## src/rtl/virq_pick_pkg.sv

```systemverilog
package virq_pick_pkg;
  localparam int LR_W     = 64;
  localparam int PRIO_LSB = 48;
  localparam int PRIO_W   = 8;
  localparam int NMI_BIT  = 59;
  localparam int GRP_BIT  = 60;
  localparam int HW_BIT   = 61;
  localparam int ST_LSB   = 62;

  typedef enum logic [1:0] {
    ST_INVALID  = 2'b00,
    ST_PEND     = 2'b01,
    ST_ACT      = 2'b10,
    ST_PEND_ACT = 2'b11
  } lr_state_e;

  typedef struct packed {
    logic              cand;
    logic              nmi;
    logic              grp;
    logic [PRIO_W-1:0] prio;
  } lr_view_t;
endpackage

```

## src/rtl/virq_lr_decode.sv

```systemverilog
module virq_lr_decode
  import virq_pick_pkg::*;
#(
  parameter int NUM_LR = 4
) (
  input  logic [LR_W*NUM_LR-1:0] lr_flat,
  input  logic                   scan_on,
  output lr_view_t [NUM_LR-1:0]  view
);
  logic [NUM_LR-1:0] unused_bits;

  for (genvar g = 0; g < NUM_LR; g++) begin : g_ent
    logic [LR_W-1:0] ent;
    lr_state_e       st;
    assign ent = lr_flat[g*LR_W +: LR_W];
    assign st  = lr_state_e'(ent[ST_LSB +: 2]);
    assign view[g] = {scan_on && (st == ST_PEND), ent[NMI_BIT], ent[GRP_BIT],
                      ent[PRIO_LSB +: PRIO_W]};
    // Hardware flag and low fields take no part in selection.
    assign unused_bits[g] = ^{ent[HW_BIT], ent[PRIO_LSB-1:0], ent[NMI_BIT-1:PRIO_LSB+PRIO_W]};
  end
endmodule

```

## src/rtl/virq_scan.sv

```systemverilog
module virq_scan
  import virq_pick_pkg::*;
#(
  parameter int NUM_LR = 4,
  parameter int IDXW   = $clog2(NUM_LR) + 1
) (
  input  lr_view_t [NUM_LR-1:0] view,
  output logic                  sel_valid,
  output logic [IDXW-1:0]       sel_idx,
  output logic [PRIO_W-1:0]     sel_prio,
  output logic                  sel_nmi,
  output logic                  sel_grp
);
  logic [NUM_LR:0]   bv;
  logic [NUM_LR:0]   bn;
  logic [NUM_LR:0]   bg;
  logic [PRIO_W-1:0] bp [NUM_LR+1];
  logic [IDXW-1:0]   bi [NUM_LR+1];

  assign bv[0] = 1'b0;
  assign bn[0] = 1'b0;
  assign bg[0] = 1'b0;
  assign bp[0] = '1;
  assign bi[0] = '1;

  // Ascending scan: replace only on strictly lower priority, or an NMI
  // winning a tie over an ordinary selection.
  for (genvar g = 0; g < NUM_LR; g++) begin : g_stage
    logic take;
    assign take = view[g].cand &&
                  ((view[g].prio < bp[g]) ||
                   ((view[g].prio == bp[g]) && view[g].nmi && !bn[g]));
    assign bv[g+1] = take | bv[g];
    assign bn[g+1] = take ? view[g].nmi  : bn[g];
    assign bg[g+1] = take ? view[g].grp  : bg[g];
    assign bp[g+1] = take ? view[g].prio : bp[g];
    assign bi[g+1] = take ? IDXW'(g)     : bi[g];
  end

  assign sel_valid = bv[NUM_LR];
  assign sel_idx   = bi[NUM_LR];
  assign sel_prio  = bp[NUM_LR];
  assign sel_nmi   = bn[NUM_LR];
  assign sel_grp   = bg[NUM_LR];
endmodule

```

## src/rtl/virq_preempt.sv

```systemverilog
module virq_preempt
  import virq_pick_pkg::*;
(
  input  logic              sel_valid,
  input  logic [PRIO_W-1:0] prio,
  input  logic              nmi,
  input  logic              grp,
  input  logic              vif_en,
  input  logic              grp0_en,
  input  logic              grp1_en,
  input  logic [PRIO_W-1:0] vpmr,
  input  logic [PRIO_W-1:0] run_prio,
  input  logic [PRIO_W-1:0] gmask0,
  input  logic [PRIO_W-1:0] gmask1,
  input  logic              act_nmi,
  output logic              allow
);
  logic [PRIO_W-1:0] gmask;
  logic [PRIO_W-1:0] mprio;
  logic [PRIO_W-1:0] mrun;
  logic              gen;
  logic              unmasked;
  logic              beats;

  always_comb begin
    gmask    = grp ? gmask1 : gmask0;
    gen      = grp ? grp1_en : grp0_en;
    mprio    = prio & gmask;
    mrun     = run_prio & gmask;
    unmasked = nmi || (prio < vpmr);
    beats    = (mprio < mrun) || ((mprio == mrun) && nmi && !act_nmi);
    allow    = sel_valid && vif_en && gen && unmasked && beats;
  end
endmodule

```

## src/rtl/virq_pick.sv

```systemverilog
module virq_pick
  import virq_pick_pkg::*;
#(
  parameter int NUM_LR = 4,
  localparam int IDXW  = $clog2(NUM_LR) + 1
) (
  input  logic                   clk,
  input  logic                   rst_n,
  input  logic [LR_W*NUM_LR-1:0] lr_flat,
  input  logic                   vif_en,
  input  logic                   grp0_en,
  input  logic                   grp1_en,
  input  logic [PRIO_W-1:0]      vpmr,
  input  logic [PRIO_W-1:0]      run_prio,
  input  logic [PRIO_W-1:0]      gmask0,
  input  logic [PRIO_W-1:0]      gmask1,
  input  logic                   act_nmi,
  output logic [IDXW-1:0]        sel_idx,
  output logic [PRIO_W-1:0]      sel_prio,
  output logic                   sel_nmi,
  output logic                   can_preempt
);
  localparam logic [IDXW-1:0] IDX_NONE = '1;

  lr_view_t [NUM_LR-1:0] view;
  logic                  s_valid, s_nmi, s_grp, s_allow;
  logic [IDXW-1:0]       s_idx;
  logic [PRIO_W-1:0]     s_prio;
  logic [IDXW-1:0]       idx_d;
  logic [PRIO_W-1:0]     prio_d;
  logic                  nmi_d, pre_d;

  virq_lr_decode #(.NUM_LR(NUM_LR)) u_dec (
    .lr_flat (lr_flat),
    .scan_on (grp0_en | grp1_en),
    .view    (view)
  );

  virq_scan #(.NUM_LR(NUM_LR), .IDXW(IDXW)) u_scan (
    .view      (view),
    .sel_valid (s_valid),
    .sel_idx   (s_idx),
    .sel_prio  (s_prio),
    .sel_nmi   (s_nmi),
    .sel_grp   (s_grp)
  );

  virq_preempt u_pre (
    .sel_valid (s_valid),
    .prio      (s_prio),
    .nmi       (s_nmi),
    .grp       (s_grp),
    .vif_en    (vif_en),
    .grp0_en   (grp0_en),
    .grp1_en   (grp1_en),
    .vpmr      (vpmr),
    .run_prio  (run_prio),
    .gmask0    (gmask0),
    .gmask1    (gmask1),
    .act_nmi   (act_nmi),
    .allow     (s_allow)
  );

  always_comb begin
    idx_d  = s_valid ? s_idx  : IDX_NONE;
    prio_d = s_valid ? s_prio : '1;
    nmi_d  = s_valid && s_nmi;
    pre_d  = s_allow;
  end

  always_ff @(posedge clk or negedge rst_n) begin
    if (!rst_n) begin
      sel_idx     <= IDX_NONE;
      sel_prio    <= '1;
      sel_nmi     <= 1'b0;
      can_preempt <= 1'b0;
    end else begin
      sel_idx     <= idx_d;
      sel_prio    <= prio_d;
      sel_nmi     <= nmi_d;
      can_preempt <= pre_d;
    end
  end

  assert_pending_only_R1: assert property (@(posedge clk) disable iff (!rst_n)
    s_valid |-> (lr_flat[ST_LSB + LR_W*int'(s_idx) +: 2] == 2'(ST_PEND)));

  assert_groups_off_R2: assert property (@(posedge clk) disable iff (!rst_n)
    (!grp0_en && !grp1_en) |=> (sel_idx == IDX_NONE && sel_prio == 8'hFF && !can_preempt));

  assert_no_ff_ordinary_R5: assert property (@(posedge clk) disable iff (!rst_n)
    (sel_idx != IDX_NONE && !sel_nmi) |-> (sel_prio != 8'hFF));

  assert_mask_R6: assert property (@(posedge clk) disable iff (!rst_n)
    (can_preempt && !sel_nmi) |-> (sel_prio < $past(vpmr)));

  assert_preempt_has_sel_R7: assert property (@(posedge clk) disable iff (!rst_n)
    can_preempt |-> (sel_idx != IDX_NONE));

  assert_vif_gate_R9: assert property (@(posedge clk) disable iff (!rst_n)
    !vif_en |=> !can_preempt);
endmodule

```

## config.mk

```make
export PLATFORM = sky130hd
export DESIGN_NAME = virq_pick
export DESIGN_NICKNAME = d
export VERILOG_FILES = /design/src/rtl/virq_pick_pkg.sv /design/src/rtl/virq_lr_decode.sv /design/src/rtl/virq_scan.sv /design/src/rtl/virq_preempt.sv /design/src/rtl/virq_pick.sv
export SDC_FILE = /design/constraint.sdc
export NUM_CORES = 1
export LEC_CHECK = 0
export BUFFER_PORTS_ARGS = -buffer_cell sky130_fd_sc_hd__buf_4
export CORE_AREA = 4 4 118 120
export DETAILED_ROUTE_END_ITERATION = 7
export DIE_AREA = 0 0 122 124
export SYNTH_ARGS = -nofsm -noshare
export SYNTH_HDL_FRONTEND = slang
export SYNTH_SLANG_ARGS = --single-unit
```

## constraint.sdc

```tcl
create_clock -name clk -period 0.8 [get_ports clk]
set_clock_uncertainty 0.15 [all_clocks]
set_input_delay 0.24 -clock clk [delete_from_list [all_inputs] [get_ports clk]]
set_output_delay 0.24 -clock clk [all_outputs]
set_load 0.01 [all_outputs]
```

==> results of run 1 <==
-- flip-flops by register name (all words and copies together) (netlist names) --
| name | count |
|---|---|
| sel_prio | 8 |
| sel_idx | 3 |
| can_preempt | 1 |
| sel_nmi | 1 |
-- worst min path at each step --
| stage | from | end | slack (ns) | depth (start not counted) |
|---|---|---|---|---|
| final | lr_flat[240] | sel_prio[0] | 0.19 | 4 |
| after global routing | lr_flat[240] | sel_prio[0] | 0.19 | 4 |
| after CTS | lr_flat[240] | sel_prio[0] | 0.18 | 4 |
| after detailed placement | rst_n | sel_nmi | -0.05 | 1 |
| after global placement | rst_n | sel_nmi | -0.06 | 1 |
| after floorplan | rst_n | can_preempt | -0.21 | 0 |
-- area by class of cell --
type	count	area (um^2)	area share [%]
flip-flops and latches	13	339.1	7.519
inverters	30	115.1	2.553
repair buffers	203	1700	37.71
multi-input cells	223	2056	45.59
clock buffers	4	78.83	1.748
well taps	176	220.2	4.883
-- cells by family (layout without fill, tap and decap cells) --
| group | count (synthesis) | count (layout) | synth area share, % |
|---|---|---|---|
| AOI/OAI and AO/OA | 68 | 68 | 20.49 |
| xor gates and xnor gates | 2 | 2 | 1.142 |
| buffers and inverters | 36 | 237 | 6.621 |
| DFF | 13 | 13 | 15.47 |
| adders and majority gates | 35 | 35 | 19.98 |
| and+or+nand+nor | 91 | 91 | 22.32 |
| muxes | 27 | 27 | 13.98 |
-- per-layer routing --
metal / wire (um) / global-route usage, %
met1: 3863 / 14.77
met2: 4531 / 20.41
met3: 596 / 2.589
met4: 61 / 1.541
met5: 0 / 0
-- worst max-delay path, delay by kind of cell --
kind / cells / cell delay, ns
AOI/OAI and AO/OA: 21 / 2.92
adders and majority gates: 4 / 0.82
buffers and inverters: 3 / 0.21
muxes: 6 / 1.46
and+or+nand+nor: 13 / 2.19
-- stage by stage --
step,cells,hold slack (ns),total power [W],setup TNS [ns]
detailed placement,619,-0.05444,0.003601,-78.40
finish,649,0.1857,0.005340,-78.46
floorplan,272,-0.2056,0.002280,-72.30
CTS,646,0.1849,0.005223,-77.84
global route,649,0.1936,0.005738,-82.60
global placement,619,-0.05639,0.003556,-77.18
-- Yosys cell counts, types with 3 or more instances --
| master | count | area [um^2] |
|---|---|---|
| ha_1 | 35 | 437.9 |
| inv_1 | 30 | 112.6 |
| a21oi_1 | 23 | 115.1 |
| nor2_1 | 20 | 75.07 |
| o21ai_0 | 17 | 85.08 |
| nand2_1 | 16 | 60.06 |
| mux2i_1 | 13 | 130.1 |
| nand2b_1 | 12 | 75.07 |
| nor2b_1 | 12 | 75.07 |
| dfstp_2 | 11 | 289.0 |
| mux2_2 | 10 | 112.6 |
| nand4_1 | 6 | 37.54 |
| nor3_1 | 5 | 25.02 |
| o21a_1 | 5 | 37.54 |
| a21o_1 | 4 | 30.03 |
| and2_1 | 3 | 18.77 |
| nand3_1 | 3 | 15.01 |
-- power by group through the flow --
stage	Sequential [W]	Combinational, W	Clock (W)
global placement	0.000869	0.00269	0
finish	0.000881	0.00352	0.000943
CTS	0.000881	0.00338	0.000963
global route	0.000888	0.00386	0.000995
detailed placement	0.000867	0.00273	0
floorplan	0.000912	0.00137	0
-- layout by cell type, fill, tap and decap left out, types with 5 or more instances in the layout --
cell / count
buf_4: 160
buf_6: 39
ha_1: 29
inv_1: 27
nand2_1: 13
a21oi_1: 13
nor2_4: 11
nand2b_1: 11
mux2i_1: 11
dfstp_2: 11
o21ai_0: 9
nor2b_1: 9
nor2_1: 8
mux2_2: 8
a21oi_2: 7
nand4_1: 6
nor3_1: 5
o21a_1: 5
o21ai_1: 5
ha_4: 5
-- what timing repair did --
action                                  in CTS  in global routing
pin swaps                                   18                 20
buffers inserted                            31                  8
hold buffers                                 1                  0
hold endpoints to repair                    13                  0
endpoints found under the setup margin      26                 26
resized for setup                           72                 27
==> flow_metrics.py, run 1 <==
metrics = {
    "status": {
        "status": "finished with violations",
        "violations": "negative setup slack",
    },
    "clock_network": {
        "cts.sinks": 13,
        "path_clk_slew_ns": 0.05,
        "cts_buffers": 3,
        "cts_tree": "done",
        "h-tree-depth": 1,
        "cts-root-buf": "clkbuf_16",
        "cts_max_path_buffers": 2,
    },
    "synthesis": {
        "synth_edf_count": 0,
        "ys_types": 55,
        "ys_seq_elements": 13,
        "synth_area_mm2": 0.002192,
        "synth_area_per_cell_um2": 8.059,
        "synth_cells": 272,
        "synth_ff_type": "dfstp_2",
        "synthArstFlopShare_pct": 100.0,
        "ys_warn_count": 0,
        "syn_nets": 601,
        "seq_area_frac_synth_pct": 15.47,
    },
    "worst_setup_path": {
        "crit_required_ns": 0.80,
        "slowest_stage": "or4_4",
        "cp-endpoint": "can_preempt",
        "worstPathMaxFanout": 5,
        "worst_path_largest_cell_delay_ns": 0.50,
        "cpMostUsedCell": "o21a_1",
        "critical_path.startpoint": "lr_flat[63]",
        "crit_type": "input port to flip-flop",
        "worstSetupStartpointType": "input port",
        "worstSetupEndpointType": "flip-flop",
        "crit_arrival_ns": 7.86,
    },
    "timing": {
        "setup_ws_ns": -7.059,
        "slew-limit-headroom_pct": 72.96,
        "slew_viol_final": 0,
        "fmax_mhz": 127.2,
        "fin_crit_ns": 7.859,
        "rsz0062_at_grt": "true",
        "min_period_over_period_pct": 982.4,
        "finalSetupViolCount": 26,
        "max_slew.worst_pin.slew_ns": 0.4056,
        "hold_viol": 0,
    },
    "placement": {
        "place.gp.congestion": 0.8176,
        "io_buffers": 98,
        "hpwl_um": 7692,
        "place_area_mm2": 0.003870,
        "place_ws_ns": -7.443,
    },
    "worst_hold_path": {
        "worstHoldPathType": "input port to flip-flop",
    },
    "route": {
        "wl_um": 9053,
        "viasPerCell": 4.126,
        "num_vias": 2678,
        "drc_errors": 0,
        "ant_nets": 0,
        "drtIter0Drc": 36,
        "wire_per_inst_um": 13.95,
        "dr.pass1.iters": 4,
    },
    "power_and_ir_drop": {
        "p_sw_share_pct": 33.29,
        "p_per_area_mw_per_mm2": 1184,
        "pwr-share-clk_pct": 17.7,
        "vdd_ir_drop_max_uv": 701.6,
        "leakage_nw": 2.192,
        "p_switching_w": 0.001778,
        "p_seq_share_pct": 16.5,
        "p_int_w": 0.003562,
        "pwr-share-comb_pct": 65.8,
    },
    "layout": {
        "antenna_cells": 0,
        "finalInstanceArea_mm2": 0.004509,
        "layout-drive-gt1-share_pct": 61.95,
        "nNetsFinal": 803,
        "post-route-util_pct": 34.74,
        "fillCellCount": 1322,
        "syn2layout_area_growth_pct": 105.7,
    },
    "run": {
        "maxCapViolations": 0,
    },
    "global_routing": {
        "track_usage_pct": 11.55,
        "grt_max_degree": 14,
        "grt_pass1_wl_um": 14010,
        "antenna_found_initial": 0,
        "grt_pass1_vias": 2899,
        "overflow": 0,
    },
    "floorplanning": {
        "rows": 42,
        "die_area_mm2": 0.01513,
        "fp.dieW_um": 122,
        "core_mm2": 0.01298,
        "io_pins": 307,
        "initial_core_util_pct": 16.89,
        "die_height_um": 124,
    },
}
(Power assumes the default switching activity.)
==> run 2, diff against run 1 <==
--- a/config.mk
+++ b/config.mk
@@ -6,9 +6,11 @@
 export NUM_CORES = 1
 export LEC_CHECK = 0
 export BUFFER_PORTS_ARGS = -buffer_cell sky130_fd_sc_hd__buf_4
-export CORE_AREA = 4 4 118 120
+export CORE_AREA = 4 4 119 121
+export CTS_CLUSTER_DIAMETER = 30
 export DETAILED_ROUTE_END_ITERATION = 7
-export DIE_AREA = 0 0 122 124
+export DIE_AREA = 0 0 123 125
+export GPL_TIMING_DRIVEN = 0
 export SYNTH_ARGS = -nofsm -noshare
 export SYNTH_HDL_FRONTEND = slang
 export SYNTH_SLANG_ARGS = --single-unit
==> constraint.sdc (replaced) <==
create_clock -name clk -period 8.1 [get_ports clk]
set_clock_uncertainty 0.15 [all_clocks]
set_input_delay 2.43 -clock clk [delete_from_list [all_inputs] [get_ports clk]]
set_output_delay 2.43 -clock clk [all_outputs]
set_load 0.01 [all_outputs]
==> flow_metrics.py, run 2 (synthesized netlist as in run 1, its figures left out) <==
metrics = {
    "clock_network": {
        "cts_buffers": 3,
        "cts_max_path_buffers": 2,
        "cts-root-buf": "clkbuf_16",
        "cts.sinks": 13,
        "cts_tree": "done",
        "h-tree-depth": 1,
        "path_clk_slew_ns": 0.04,
        "holdBufCountCts": 0,
    },
    "route": {
        "drc_errors": 0,
        "viasPerCell": 4.293,
        "wire_per_inst_um": 15.28,
        "ant_nets": 0,
        "num_vias": 2580,
        "drtIter0Drc": 75,
        "wl_um": 9186,
        "dr.pass1.iters": 4,
    },
    "layout": {
        "top_regs": "sel_prio: 8 flops, sel_idx: 3 flops",
        "mostFrequentLayoutCells": "buf_4 (132), ha_1 (25), inv_1 (24), buf_6 (17), nand2_1 (14)",
        "fin_cells": 601,
        "layout-drive-gt1-share_pct": 60.24,
        "nNetsFinal": 755,
        "layout_commonest_cell": "buf_4",
        "top_register": "sel_prio",
        "largest_reg_flops": 8,
        "antenna_cells": 0,
        "syn2layout_area_growth_pct": 92.75,
        "fillCellCount": 1315,
    },
    "global_routing": {
        "grt_max_degree": 14,
        "overflow": 0,
        "grt_pass1_vias": 2742,
        "track_usage_pct": 11.40,
        "grt_pass1_wl_um": 14030,
        "antenna_found_initial": 0,
    },
    "run": {
        "maxCapViolations": 0,
    },
    "timing": {
        "rsz0062_at_grt": "true",
        "hold_viol": 0,
        "slew-limit-headroom_pct": 67.15,
        "min_period_over_period_pct": 128.2,
        "fmax_mhz": 96.32,
        "tns_ns": -8.367,
        "setup_ws_ns": -2.282,
        "slew_viol_final": 0,
        "max_slew.worst_pin.slew_ns": 0.4927,
        "fin_crit_ns": 10.38,
        "finalSetupViolCount": 13,
    },
    "worst_hold_path": {
        "worstHoldPathType": "input port to async pin",
    },
    "worst_setup_path": {
        "crit_arrival_ns": 10.39,
        "worstSetupEndpointType": "flip-flop",
        "cpMostUsedCell": "o21a_1",
        "worst_path_largest_cell_delay_ns": 0.52,
        "crit_required_ns": 8.10,
        "crit_type": "input port to flip-flop",
        "worstPathMaxFanout": 5,
        "slowest_stage": "or4_4",
        "worstSetupStartpointType": "input port",
    },
    "placement": {
        "io_buffers": 98,
        "place_ws_ns": -3.410,
        "place.gp.congestion": 0.8265,
        "hpwl_um": 7267,
        "dp_cells": 546,
    },
    "floorplanning": {
        "rows": 42,
        "io_pins": 307,
        "core_mm2": 0.01309,
        "initial_core_util_pct": 16.75,
        "fp.dieW_um": 123,
        "die_height_um": 125,
        "die_area_mm2": 0.01538,
    },
    "status": {
        "status": "finished with violations",
        "violations": "negative setup slack",
    },
    "power_and_ir_drop": {
        "vdd_ir_drop_max_uv": 74.25,
        "leakage_nw": 1.954,
        "power_w": 0.0004964,
        "p_per_area_mw_per_mm2": 117.5,
    },
}
==> run 2: cell count changes in the layout (fill, tap and decap cells not counted), sizes merged <==
cell and change:
buf -47, dlygate4sd3 -1
==> run 2: power breakdown <==
part | switching [W] | internal (W)
Combinational | 0.000145 | 0.000174
Sequential | 0.00000328 | 0.0000811
Clock | 0.0000265 | 0.0000663
Total | 0.000175 | 0.000322
==> run 2: metrics by stage <==
stage | instance area, um^2 | utilization [%] | hold slack (ns)
2_1_floorplan | 2394 | - | 1.984
3_3_place_gp | 3349 | 25.60 | 2.131
3_5_place_dp | 3349 | 25.60 | 2.135
4_1_cts | 3989 | 30.48 | 1.880
5_1_grt | 4225 | 32.29 | 1.890
6_report | 4225 | 32.29 | 1.880
==> run 2: worst max-delay path: cells and delay by family <==
kind,cells,cell delay [ns]
AO/OA/AOI/OAI,22,3.04
multiplexers,5,1.30
adder cells (fa/ha/maj),4,0.94
AND/OR/NAND/NOR,12,2.04
buffers and inverters,6,0.63
==> run 2: metal layers <==
| metal | part of all wire [%] | global-route usage (%) | vias to the layer above |
|---|---|---|---|
| met3 | 7.1 | 2.439 | 6 |
| met5 | 0 | 0 | - |
| met2 | 52 | 20.87 | 71 |
| met4 | 0.89 | 1.759 | 0 |
| met1 | 40 | 13.79 | 1216 |
| li1 | - | - | 1287 |
==> run 2: worst max-delay path by stage <==
stage,from,to,depth (start not counted)
2_1_floorplan,grp1_en,can_preempt,50
6_report,lr_flat[50],can_preempt,49
4_1_cts,lr_flat[63],can_preempt,50
3_5_place_dp,lr_flat[63],can_preempt,51
5_1_grt,grp1_en,can_preempt,49
3_3_place_gp,lr_flat[63],can_preempt,51
==> run 2: area by class of cell <==
cell class	count	area, um^2	area share (%)
sequential	13	339.1	8.025
multi-input combinational	223	2190	51.82
buffer	6	92.59	2.191
timing repair buffer	149	1190	28.16
tap	176	220.2	5.212
inverter	30	115.1	2.724
clock buffer	4	78.83	1.866
==> run 2: repair_timing <==
action	4_1_cts	5_1_grt
pin swaps	19	20
endpoints found under the setup margin	13	13
resized for setup	64	42
buffers inserted	46	27
